File: config.mk
export PLATFORM = sky130hd
export DESIGN_NAME = bscan_chain
export DESIGN_NICKNAME = d
export VERILOG_FILES = /design/src/rtl/bscan_pkg.sv /design/src/rtl/bscan_capture_sel.sv /design/src/rtl/bscan_shift_chain.sv /design/src/rtl/bscan_update_stage.sv /design/src/rtl/bscan_pin_mux.sv /design/src/rtl/bscan_chain.sv
export SDC_FILE = /design/constraint.sdc
export NUM_CORES = 1
export LEC_CHECK = 0
export ABC_AREA = 1
export ABC_CLOCK_PERIOD_IN_PS = 1100
export BUFFER_PORTS_ARGS = -buffer_cell sky130_fd_sc_hd__buf_2
export CAP_MARGIN = 0
export CORE_MARGIN = 10
export CORE_UTILIZATION = 45
export CTS_BUF_LIST = sky130_fd_sc_hd__clkbuf_8
export CTS_CLUSTER_SIZE = 24
export DETAILED_ROUTE_END_ITERATION = 12
export PLACE_DENSITY = 0.7
export SLEW_MARGIN = 0
export SYNTH_ARGS = -nofsm -noshare
export SYNTH_HDL_FRONTEND = slang
export SYNTH_SLANG_ARGS = --single-unit
File: constraint.sdc
create_clock -name tck -period 1.1 [get_ports tck]
set_clock_uncertainty 0.1 [all_clocks]
set_input_delay 0.22 -clock tck [delete_from_list [all_inputs] [get_ports tck]]
set_output_delay 0.22 -clock tck [all_outputs]
set_load 0.005 [all_outputs]
File: src/rtl/bscan_pkg.sv
package bscan_pkg;

    typedef enum logic [1:0] {
        TM_NORMAL     = 2'b00,
        TM_EXTERNAL   = 2'b01,
        TM_INTERNAL   = 2'b10,
        TM_NORMAL_ALT = 2'b11
    } test_mode_e;

    typedef enum logic [1:0] {
        OP_HOLD    = 2'b00,
        OP_CAPTURE = 2'b01,
        OP_SHIFT   = 2'b10
    } chain_op_e;

endpackage

File: src/rtl/bscan_capture_sel.sv
module bscan_capture_sel
    import bscan_pkg::*;
#(
    parameter int N_IN  = 2,
    parameter int N_OUT = 4,
    localparam int LEN  = N_IN + 2 * N_OUT
) (
    input  test_mode_e         mode,
    input  logic [N_IN-1:0]    pad_in,
    input  logic [N_OUT-1:0]   core_data,
    input  logic [N_OUT-1:0]   core_en,
    input  logic [LEN-1:0]     chain_q,
    output logic [LEN-1:0]     cap_vec
);

    logic take_pins;
    logic take_core;

    always_comb begin
        unique case (mode)
            TM_EXTERNAL: begin
                take_pins = 1'b1;
                take_core = 1'b0;
            end
            TM_INTERNAL: begin
                take_pins = 1'b0;
                take_core = 1'b1;
            end
            TM_NORMAL, TM_NORMAL_ALT: begin
                take_pins = 1'b1;
                take_core = 1'b1;
            end
            default: begin
                take_pins = 1'b0;
                take_core = 1'b0;
            end
        endcase
    end

    for (genvar i = 0; i < N_IN; i++) begin : g_in_cell
        assign cap_vec[i] = take_pins ? pad_in[i] : chain_q[i];
    end

    for (genvar k = 0; k < N_OUT; k++) begin : g_out_cell
        assign cap_vec[N_IN+2*k]   = take_core ? core_data[k] : chain_q[N_IN+2*k];
        assign cap_vec[N_IN+2*k+1] = take_core ? core_en[k]   : chain_q[N_IN+2*k+1];
    end

endmodule

File: src/rtl/bscan_shift_chain.sv
module bscan_shift_chain
    import bscan_pkg::*;
#(
    parameter int             LEN     = 10,
    parameter logic [LEN-1:0] RST_VAL = '0
) (
    input  logic           tck,
    input  logic           rst_n,
    input  logic           capture_dr,
    input  logic           shift_dr,
    input  logic           tdi,
    input  logic [LEN-1:0] cap_vec,
    output logic [LEN-1:0] chain_q,
    output logic           tdo
);

    chain_op_e op;

    always_comb begin
        if (capture_dr)
            op = OP_CAPTURE;
        else if (shift_dr)
            op = OP_SHIFT;
        else
            op = OP_HOLD;
    end

    always_ff @(posedge tck or negedge rst_n) begin
        if (!rst_n) begin
            chain_q <= RST_VAL;
        end else begin
            unique case (op)
                OP_CAPTURE: chain_q <= cap_vec;
                OP_SHIFT:   chain_q <= {chain_q[LEN-2:0], tdi};
                OP_HOLD:    chain_q <= chain_q;
                default:    chain_q <= chain_q;
            endcase
        end
    end

    always_ff @(negedge tck or negedge rst_n) begin
        if (!rst_n)
            tdo <= RST_VAL[LEN-1];
        else
            tdo <= chain_q[LEN-1];
    end

endmodule

File: src/rtl/bscan_update_stage.sv
module bscan_update_stage #(
    parameter int             LEN     = 10,
    parameter logic [LEN-1:0] RST_VAL = '0
) (
    input  logic           tck,
    input  logic           rst_n,
    input  logic           update_dr,
    input  logic [LEN-1:0] chain_q,
    output logic [LEN-1:0] upd_q
);

    always_ff @(negedge tck or negedge rst_n) begin
        if (!rst_n)
            upd_q <= RST_VAL;
        else if (update_dr)
            upd_q <= chain_q;
    end

endmodule

File: src/rtl/bscan_pin_mux.sv
module bscan_pin_mux
    import bscan_pkg::*;
#(
    parameter int N_IN  = 2,
    parameter int N_OUT = 4,
    localparam int LEN  = N_IN + 2 * N_OUT
) (
    input  test_mode_e       mode,
    input  logic [LEN-1:0]   upd_q,
    input  logic [N_IN-1:0]  pad_in,
    input  logic [N_OUT-1:0] core_data,
    input  logic [N_OUT-1:0] core_en,
    output logic [N_OUT-1:0] pad_out,
    output logic [N_OUT-1:0] pad_oe,
    output logic [N_IN-1:0]  core_in
);

    logic drive_pads;
    logic drive_core;

    always_comb begin
        unique case (mode)
            TM_EXTERNAL: begin
                drive_pads = 1'b1;
                drive_core = 1'b0;
            end
            TM_INTERNAL: begin
                drive_pads = 1'b0;
                drive_core = 1'b1;
            end
            TM_NORMAL, TM_NORMAL_ALT: begin
                drive_pads = 1'b0;
                drive_core = 1'b0;
            end
            default: begin
                drive_pads = 1'b0;
                drive_core = 1'b0;
            end
        endcase
    end

    for (genvar k = 0; k < N_OUT; k++) begin : g_pad
        assign pad_out[k] = drive_pads ? upd_q[N_IN+2*k]   : core_data[k];
        assign pad_oe[k]  = drive_pads ? upd_q[N_IN+2*k+1] : core_en[k];
    end

    for (genvar i = 0; i < N_IN; i++) begin : g_core
        assign core_in[i] = drive_core ? upd_q[i] : pad_in[i];
    end

endmodule

File: src/rtl/bscan_chain.sv
module bscan_chain
    import bscan_pkg::*;
#(
    parameter int                        N_IN    = 2,
    parameter int                        N_OUT   = 4,
    parameter logic [N_IN+2*N_OUT-1:0]   RST_VAL = 10'b10_0100_0000
) (
    input  logic             tck,
    input  logic             rst_n,
    input  logic             tdi,
    input  logic             capture_dr,
    input  logic             shift_dr,
    input  logic             update_dr,
    input  logic [1:0]       mode,
    input  logic [N_IN-1:0]  pad_in,
    input  logic [N_OUT-1:0] core_data,
    input  logic [N_OUT-1:0] core_en,
    output logic             tdo,
    output logic [N_OUT-1:0] pad_out,
    output logic [N_OUT-1:0] pad_oe,
    output logic [N_IN-1:0]  core_in
);

    localparam int LEN = N_IN + 2 * N_OUT;

    test_mode_e     mode_e;
    logic [LEN-1:0] cap_vec;
    logic [LEN-1:0] chain_q;
    logic [LEN-1:0] upd_q;

    assign mode_e = test_mode_e'(mode);

    bscan_capture_sel #(.N_IN(N_IN), .N_OUT(N_OUT)) u_cap (
        .mode      (mode_e),
        .pad_in    (pad_in),
        .core_data (core_data),
        .core_en   (core_en),
        .chain_q   (chain_q),
        .cap_vec   (cap_vec)
    );

    bscan_shift_chain #(.LEN(LEN), .RST_VAL(RST_VAL)) u_chain (
        .tck        (tck),
        .rst_n      (rst_n),
        .capture_dr (capture_dr),
        .shift_dr   (shift_dr),
        .tdi        (tdi),
        .cap_vec    (cap_vec),
        .chain_q    (chain_q),
        .tdo        (tdo)
    );

    bscan_update_stage #(.LEN(LEN), .RST_VAL(RST_VAL)) u_upd (
        .tck       (tck),
        .rst_n     (rst_n),
        .update_dr (update_dr),
        .chain_q   (chain_q),
        .upd_q     (upd_q)
    );

    bscan_pin_mux #(.N_IN(N_IN), .N_OUT(N_OUT)) u_mux (
        .mode      (mode_e),
        .upd_q     (upd_q),
        .pad_in    (pad_in),
        .core_data (core_data),
        .core_en   (core_en),
        .pad_out   (pad_out),
        .pad_oe    (pad_oe),
        .core_in   (core_in)
    );

endmodule

# After elaboration in Yosys (flattened, before gate mapping)

Index checks and enable logic that the tools add are counted.

ROM bits: 0
Memory bits (writable): 0
Input port bits: 18
Latch bits: 0
Register bits after elaboration: 21
Memories kept: 0
Word-level logic and storage cells: 44
Output and inout port bits: 11

Equality and inequality tests: 7
Multiply operators: 0
Bitwise operators: 0
Add/sub/neg operators: 0
Reductions and logical operators: 6
Muxes and demuxes: 27
$lt $le $gt $ge: 0
Shifts and indexed selects: 0
Divide/modulo/power cells: 0

Operators with widths:

| kind                                           | count |
|---|---|
| two-way mux 1 bit                              | 20 |
| case mux 10 bit (2 select lines)               | 1 |
| case mux 1 bit (2 select lines)                | 4 |
| == test 2 bit (second input constant)          | 3 |
| OR reduction 3 bit                             | 2 |
| == test 2 x 1 -> 1 bit (second input constant) | 2 |
| two-way mux 2 bit                              | 2 |
| inequality test 2 bit (second input constant)  | 2 |
| AND reduction 2 bit                            | 2 |
| zero test 2 bit                                | 1 |
| nonzero test 2 bit                             | 1 |

# Logic depth before layout (Yosys ltp)

Gate-level depths: netlist of the first run.

Depth after elaboration: 5
Gate-level depth with buffers: 7
Mapped depth without buffers: 6

# Hierarchy

A second synthesis of the first run with hierarchy kept.

Cell total of the unflattened synthesis: 169
Area, all modules: 1198.6 um^2

Modules (own cells, without submodules):

| module             | cells each | seq. area each (um^2) | area each (um^2) | instances |
|---|---|---|---|---|
| bscan_shift_chain  | 56         | 279.0                 | 491.7            | 1 |
| bscan_update_stage | 43         | 252.7                 | 384.1            | 1 |
| bscan_capture_sel  | 35         | 0.0                   | 161.4            | 1 |
| bscan_pin_mux      | 35         | 0.0                   | 161.4            | 1 |

==> results of run 1 <==
-- state kept, by name (all words and copies together), names as in the netlist --
register and count:
u_upd.upd_q 10, u_chain.tdo 1, u_chain.chain_q 10
-- synthesized netlist by cell type, drive strengths merged --
cell type  number
nand2          67
nand3          20
o21ai          20
inv            14
dfrtn           8
dfrtp           8
buf             5
dfstp           5
clkbuf          2
-- kinds of logic (layout without fill, tap and decap cells) --
| logic type | Yosys count | in the layout | synth area share (%) |
|---|---|---|---|
| simple gates | 87 | 87 | 33.71 |
| flops | 21 | 21 | 48.24 |
| buf+inv | 21 | 78 | 8.967 |
| compound gates | 20 | 20 | 9.081 |
-- power breakdown --
part           switching (mW)  total (mW)  leakage, nW  internal, mW
Sequential             0.0570       0.964        0.252         0.907
Combinational           0.310       0.644        0.608         0.334
Clock                   0.291       0.792       0.0517         0.500
Total                   0.658        2.40        0.912          1.74
-- stage by stage --
step / util (%) / power (mW) / std cells
after floorplan: - / 1.236 / 149
after global placement: 62.89 / 1.518 / 222
after detailed placement: 62.89 / 1.536 / 222
after CTS: 69.10 / 2.368 / 234
after global routing: 71.25 / 2.546 / 234
final: 71.25 / 2.400 / 234
-- what timing repair did --
item                       CTS  global route
setup endpoints to repair   22            34
pin swaps                    0             8
hold endpoints to repair     8             0
setup buffers                5             3
gates resized for setup      5            16
gates cloned                 0             0
hold buffers                 1             0
-- worst register-to-register path: cells and delay by family, from the launching register on --
| family | cells | cell delay (ps) |
|---|---|---|
| DFF | 1 | 550 |
| and+or+nand+nor | 1 | 50 |
| AOI/OAI and AO/OA | 1 | 100 |
-- worst paths after layout --
kind / startpoint / to / slack, ps / cells past startpoint
worst min-delay path: rst_n / u_chain.chain_q[2]$_DFFE_PN0P_ / 100 / 3
min in group tck: core_data[3] / u_chain.chain_q[8]$_DFFE_PN0P_ / 170 / 5
max in group asynchronous: rst_n / u_upd.upd_q[5]$_DFFE_NN0P_ / 230 / 3
worst min register to register: u_upd.upd_q[9]$_DFFE_NN1P_ / u_upd.upd_q[9]$_DFFE_NN1P_ / 460 / 3
worst max-delay path: u_upd.upd_q[6]$_DFFE_NN1P_ / pad_out[2] / -880 / 3
worst max register to register: u_chain.chain_q[6]$_DFFE_PN1P_ / u_upd.upd_q[6]$_DFFE_NN1P_ / -260 / 2
-- per-layer routing --
| layer | wire length, µm | vias to the layer above | track usage [%] |
|---|---|---|---|
| li1 | - | 587 | - |
| met1 | 1364 | 562 | 15.79 |
| met2 | 1650 | 35 | 22.18 |
| met3 | 172 | 7 | 2.853 |
| met4 | 46 | 0 | 3.769 |
| met5 | 0 | - | 0 |
-- layout make-up --
cell class	instances	area [µm²]	area share [%]
flip-flops and latches	21	531.8	32.79
well taps	28	35.03	2.160
multi-input cells	107	515.5	31.79
repair buffers	58	407.9	25.15
clock inverters	4	41.29	2.546
inverters	13	48.80	3.009
clock buffers	3	41.29	2.546
==> results by group, run 1 <==
Clock network
  • CTS tree: done
  • Root Driver: clkbuf_8
  • # clock sinks: 21
  • Htree depth: 1
  • Worst-Skew Late Latency: 260 ps
  • Inserted Clock Buffers: 3
  • Longest Clk Path Bufs: 2
  • CTS clk-pin slew, worst paths: 80 ps

GRT
  • Total track usage: 13.01%
  • Largest net degree at the start of global routing: 23
  • Global-route wire length before repair: 5361 µm
  • Overflow after GRT: 0
  • Initial antenna violation count: 0
  • Vias in the first global route: 1,143

Detailed routing
  • DRC errors left: 0
  • DR WL/cell: 13.82 µm
  • Drt total wl: 3233 µm
  • Final ANT Viol Nets: 0
  • Pre-antenna DRT Iters: 5
  • Via count: 1,191
  • Vias per cell: 5.090
  • Initial DRC Count: 102

Synthesis
  • #FFs+latches synth: 21
  • Synth warn: 0
  • Dominant cell type by area after synthesis: nand2_1
  • Post-Syn Instances: 149
  • Synth top area cells: nand2_1, dfrtn_1, dfrtp_1
  • Top-area cell type share of the netlist area: 21.45%
  • Post-synth net total: 167
  • Synth cell types: 15
  • Sequential share of the synthesized area: 48.24%
  • Syn avg cell area: 7.398 µm²
  • Synthesized cell area: 1102 µm²

Floorplan
  • Row cnt: 17
  • Starting Density: 48.43%
  • Core area: 2276 µm²
  • Die width: 69.50 µm
  • DIE HEIGHT: 69.50 µm
  • Die Area: 4830 µm²
  • Ports: 29

Critical path
  • Critical path arrival: 1660 ps
  • Required @ worst endpoint: 780 ps
  • Crit-path max cell delay: 510 ps
  • CP top delay family: flip-flops
  • Crit path kind: reg2out
  • CP max FO: 2
  • CP bufs+invs: 2
  • CP cell instances: inv_2 > o21ai_2 > buf_2
  • Slowest cell on the critical path: dfstp_2
  • Crit. End Element: primary output
  • Startpoint types: register

Power
  • Pwr/cell area: 1480 nW/µm²
  • Leak pwr: 0.9120 nW
  • Peak VDD IR: 0.9712 mV

Placement
  • # port buffers: 28
  • Pre-CTS WS: -520.7 ps
  • RePlAce Congestion: 0.8543
  • Cell Area, Placed: 1431 µm²
  • Post-DP HPWL: 2285 µm

STA
  • RSZ-0062 raised after global routing: true
  • Setup WS post-layout: -881.9 ps
  • Final Hold Fails: 0
  • Rel. slew slack: 74.92%
  • Worst hold slack: 99.94 ps
  • Final Setup Violations: 22
  • Setup tns final: -10,550 ps
  • Fin. max-slew vios: 0
  • Actual slew at the worst max-slew pin: 376.2 ps

Job
  • Max-cap violations: 0

Min path
  • Hold Path Class: in2async

Layout
  • Filler Cell Count: 174
  • Nets: 225
  • Final Instance Area: 1622 µm²
  • Share of layout cells above drive strength 1: 42.23%
  • Synthesis-to-finish area growth: 47.11%
  • Commonest non-fill, non-tap cell in the layout: nand2_1
  • Most frequent cells in the layout: nand2_1, buf_2, buf_4
  • Diode count: 0

Outcome
  • Failing checks: setup timing
  • Status: complete, but fails checks
Power figures use the tool's default switching activity.
==> run 2: changes to the inputs <==
--- a/config.mk
+++ b/config.mk
@@ -7,14 +7,13 @@
 export LEC_CHECK = 0
 export ABC_AREA = 1
 export ABC_CLOCK_PERIOD_IN_PS = 1100
-export BUFFER_PORTS_ARGS = -buffer_cell sky130_fd_sc_hd__buf_2
 export CAP_MARGIN = 0
 export CORE_MARGIN = 10
 export CORE_UTILIZATION = 45
 export CTS_BUF_LIST = sky130_fd_sc_hd__clkbuf_8
 export CTS_CLUSTER_SIZE = 24
 export DETAILED_ROUTE_END_ITERATION = 12
-export PLACE_DENSITY = 0.7
+export DONT_BUFFER_PORTS = 1
 export SLEW_MARGIN = 0
 export SYNTH_ARGS = -nofsm -noshare
 export SYNTH_HDL_FRONTEND = slang
==> run 2 against run 1 <==
Compared with the run above: the flow finishes with violations (hold timing, setup timing); worst hold slack got worse by 300 ps; die area is the same; utilization decreased by 7.2 points; sequential power about the same; register-to-register slack better by 40 ps; sequential share of layout area up 3.7 points; critical path depth is 1 lower; critical path type unchanged; critical endpoint unchanged.
==> results by group, run 2 (synthesis gave the netlist of run 1 again) <==
Outcome
  • Status: complete, but fails checks
  • Failing checks: hold timing, setup timing

STA
  • Rel. slew slack: 69.64% (-5.3 points)
  • Setup WS post-layout: -763.7 ps (+118.2 ps)
  • Setup tns final: -9179 ps (+1367 ps)
  • RSZ-0062 raised after global routing: true
  • Worst hold slack: -203.5 ps (-303.4 ps)
  • Final Setup Violations: 24 (+9.1%)
  • Actual slew at the worst max-slew pin: 455.4 ps (+79.15 ps)
  • Final Hold Fails: 8 (+8)
  • Fin. max-slew vios: 0 (unchanged)

Critical path
  • Crit path kind: reg2out
  • Critical path arrival: 1540 ps (-120 ps)
  • Levels on crit path: 2 (-1)
  • Crit. End Element: primary output
  • CP top delay family: flip-flops
  • FF-to-FF path depth: 2 (unchanged)
  • RR Startpoint: u_chain.chain_q[7]$_DFFE_PN0P_
  • Crit-path max cell delay: 510 ps (about the same)
  • CP cell instances: inv_2 > o21ai_2
  • Startpoint types: register
  • Required @ worst endpoint: 780 ps (about the same)
  • CP bufs+invs: 1 (-1)
  • End of the critical path: pad_out[2]
  • CP max FO: 2 (unchanged)
  • Slowest cell on the critical path: dfstp_2
  • Reg2reg setup slack: -220 ps (+40 ps)
  • Reg2reg end: u_upd.upd_q[7]$_DFFE_NN0P_
  • Beginning of the critical path: u_upd.upd_q[6]$_DFFE_NN1P_

GRT
  • Global-route wire length before repair: 4767 µm (-11%)
  • Vias in the first global route: 952 (-17%)
  • Largest net degree at the start of global routing: 23 (unchanged)
  • Overflow after GRT: 0 (unchanged)
  • Initial antenna violation count: 0 (unchanged)
  • Total track usage: 11.62% (-1.4 points)

Power
  • Switching share of power: 29.20% (+1.8 points)
  • Part of the power in registers: 46.8% (+6.6 points)
  • Peak VDD IR: 0.9166 mV (-5.6%)
  • Leak pwr: 0.7777 nW (-15%)
  • Net switching power: 0.6003 mW (-8.8%)
  • Clock network power share: 25.9% (-7.1 points)
  • Int Pwr: 1.456 mW (-16%)
  • Comb pwr share: 27.2% (+0.3 points)
  • Pwr/cell area: 1410 nW/µm² (-4.7%)

Layout
  • Diode count: 0 (unchanged)
  • Top flop regs: u_chain.chain_q (10), u_upd.upd_q (10), u_chain.tdo (1)
  • Final cell count without fillers: 205 (-12%)
  • Synthesis-to-finish area growth: 32.24%
  • Share of layout cells above drive strength 1: 39.55% (-2.7 points)
  • Multi-input logic area: 543.0 µm² (+5.3%)
  • Most frequent cells in the layout: nand2_1, buf_4, nand3_1
  • Commonest non-fill, non-tap cell in the layout: nand2_1
  • Filler Cell Count: 202 (+16%)
  • Nets: 196 (-13%)
  • Sequential cell area: 531.8 µm² (unchanged)

Detailed routing
  • DR WL/cell: 14.89 µm (+7.8%)
  • Final ANT Viol Nets: 0 (unchanged)
  • Pre-antenna DRT Iters: 4 (-1)
  • Initial DRC Count: 44 (-57%)
  • Via count: 1,054 (-12%)
  • Drt total wl: 3053 µm (-5.6%)
  • Vias per cell: 5.141 (+1.0%)
  • DRC errors left: 0 (unchanged)

Clock network
  • Post-CTS Hold Buffers: 1 (unchanged)
  • Worst-Skew Late Latency: 250 ps (about the same)
  • CTS tree: done
  • CTS clk-pin slew, worst paths: 80 ps (about the same)
  • Longest Clk Path Bufs: 2 (unchanged)
  • Htree depth: 1 (unchanged)
  • # clock sinks: 21 (unchanged)
  • Root Driver: clkbuf_8
  • Inserted Clock Buffers: 3 (unchanged)

Floorplan
  • DIE HEIGHT: 69.50 µm (unchanged)
  • Core area: 2276 µm² (unchanged)
  • Ports: 29 (unchanged)
  • Starting Density: 48.43% (unchanged)
  • Row cnt: 17 (unchanged)
  • Die Area: 4830 µm² (unchanged)
  • Die width: 69.50 µm (unchanged)

Placement
  • RePlAce Congestion: 0.7826 (-8.4%)
  • Dpl cells: 192 (-14%)
  • Post-DP HPWL: 2171 µm (-5.0%)
  • # port buffers: 0 (-100%)

Min path
  • Hold Path Class: in2async

Job
  • Max-cap violations: 0 (unchanged)
[run 2: worst min path at each step]
stage / endpoint / slack (ps) / cells past startpoint
detailed placement: u_chain.chain_q[2]$_DFFE_PN0P_ / -170 / 0
global route: u_chain.chain_q[7]$_DFFE_PN0P_ / -180 / 1
global placement: u_chain.chain_q[2]$_DFFE_PN0P_ / -170 / 0
finish: u_chain.chain_q[2]$_DFFE_PN0P_ / -200 / 1
floorplan: u_chain.chain_q[0]$_DFFE_PN0P_ / -180 / 0
CTS: u_chain.chain_q[9]$_DFFE_PN1P_ / 60 / 4
[run 2: metal layers]
layer	GRT usage, %	part of all wire [%]
met3	2.568	6.0
met4	2.661	1.2
met2	19.46	52
met1	14.66	41
met5	0	0
[run 2: through the flow]
stage	worst slack (ps)	utilization (%)	power, mW	cell area (µm²)
after floorplan	-408.8	-	1.236	1121
after global placement	-434.3	56.07	1.411	1276
after detailed placement	-440.6	56.07	1.431	1276
after CTS	-771.3	61.63	2.024	1403
after global routing	-825.6	64.05	2.196	1458
final	-763.7	64.05	2.056	1458
[run 2: final cells by class]
type / count / share of cell area (%)
repair buffers: 29 / 16.65
inverters: 13 / 3.348
flip-flops and latches: 21 / 36.48
multi-input cells: 107 / 37.25
well taps: 28 / 2.403
clock inverters: 4 / 1.030
clock buffers: 3 / 2.833
[run 2: power by group through the flow]
stage	Clock [mW]	Combinational, mW	Sequential, mW
after floorplan	0.0227	0.250	0.964
after global placement	0.0227	0.428	0.960
after detailed placement	0.0227	0.443	0.965
after CTS	0.545	0.519	0.960
after global routing	0.600	0.621	0.974
final	0.533	0.560	0.963
[run 2: repair_timing]
| item | in CTS | in global routing |
|---|---|---|
| setup endpoints to repair | 22 | 42 |
| setup buffers | 4 | 3 |
| pin swaps | 0 | 9 |
| resized for setup | 17 | 15 |
| endpoints found under the hold margin | 18 | 8 |
[run 2: worst register-to-register path: stages, from the launching register on]
cell and delay (ps):
dfrtp_1 400, nand2_1 80, o21ai_1 60
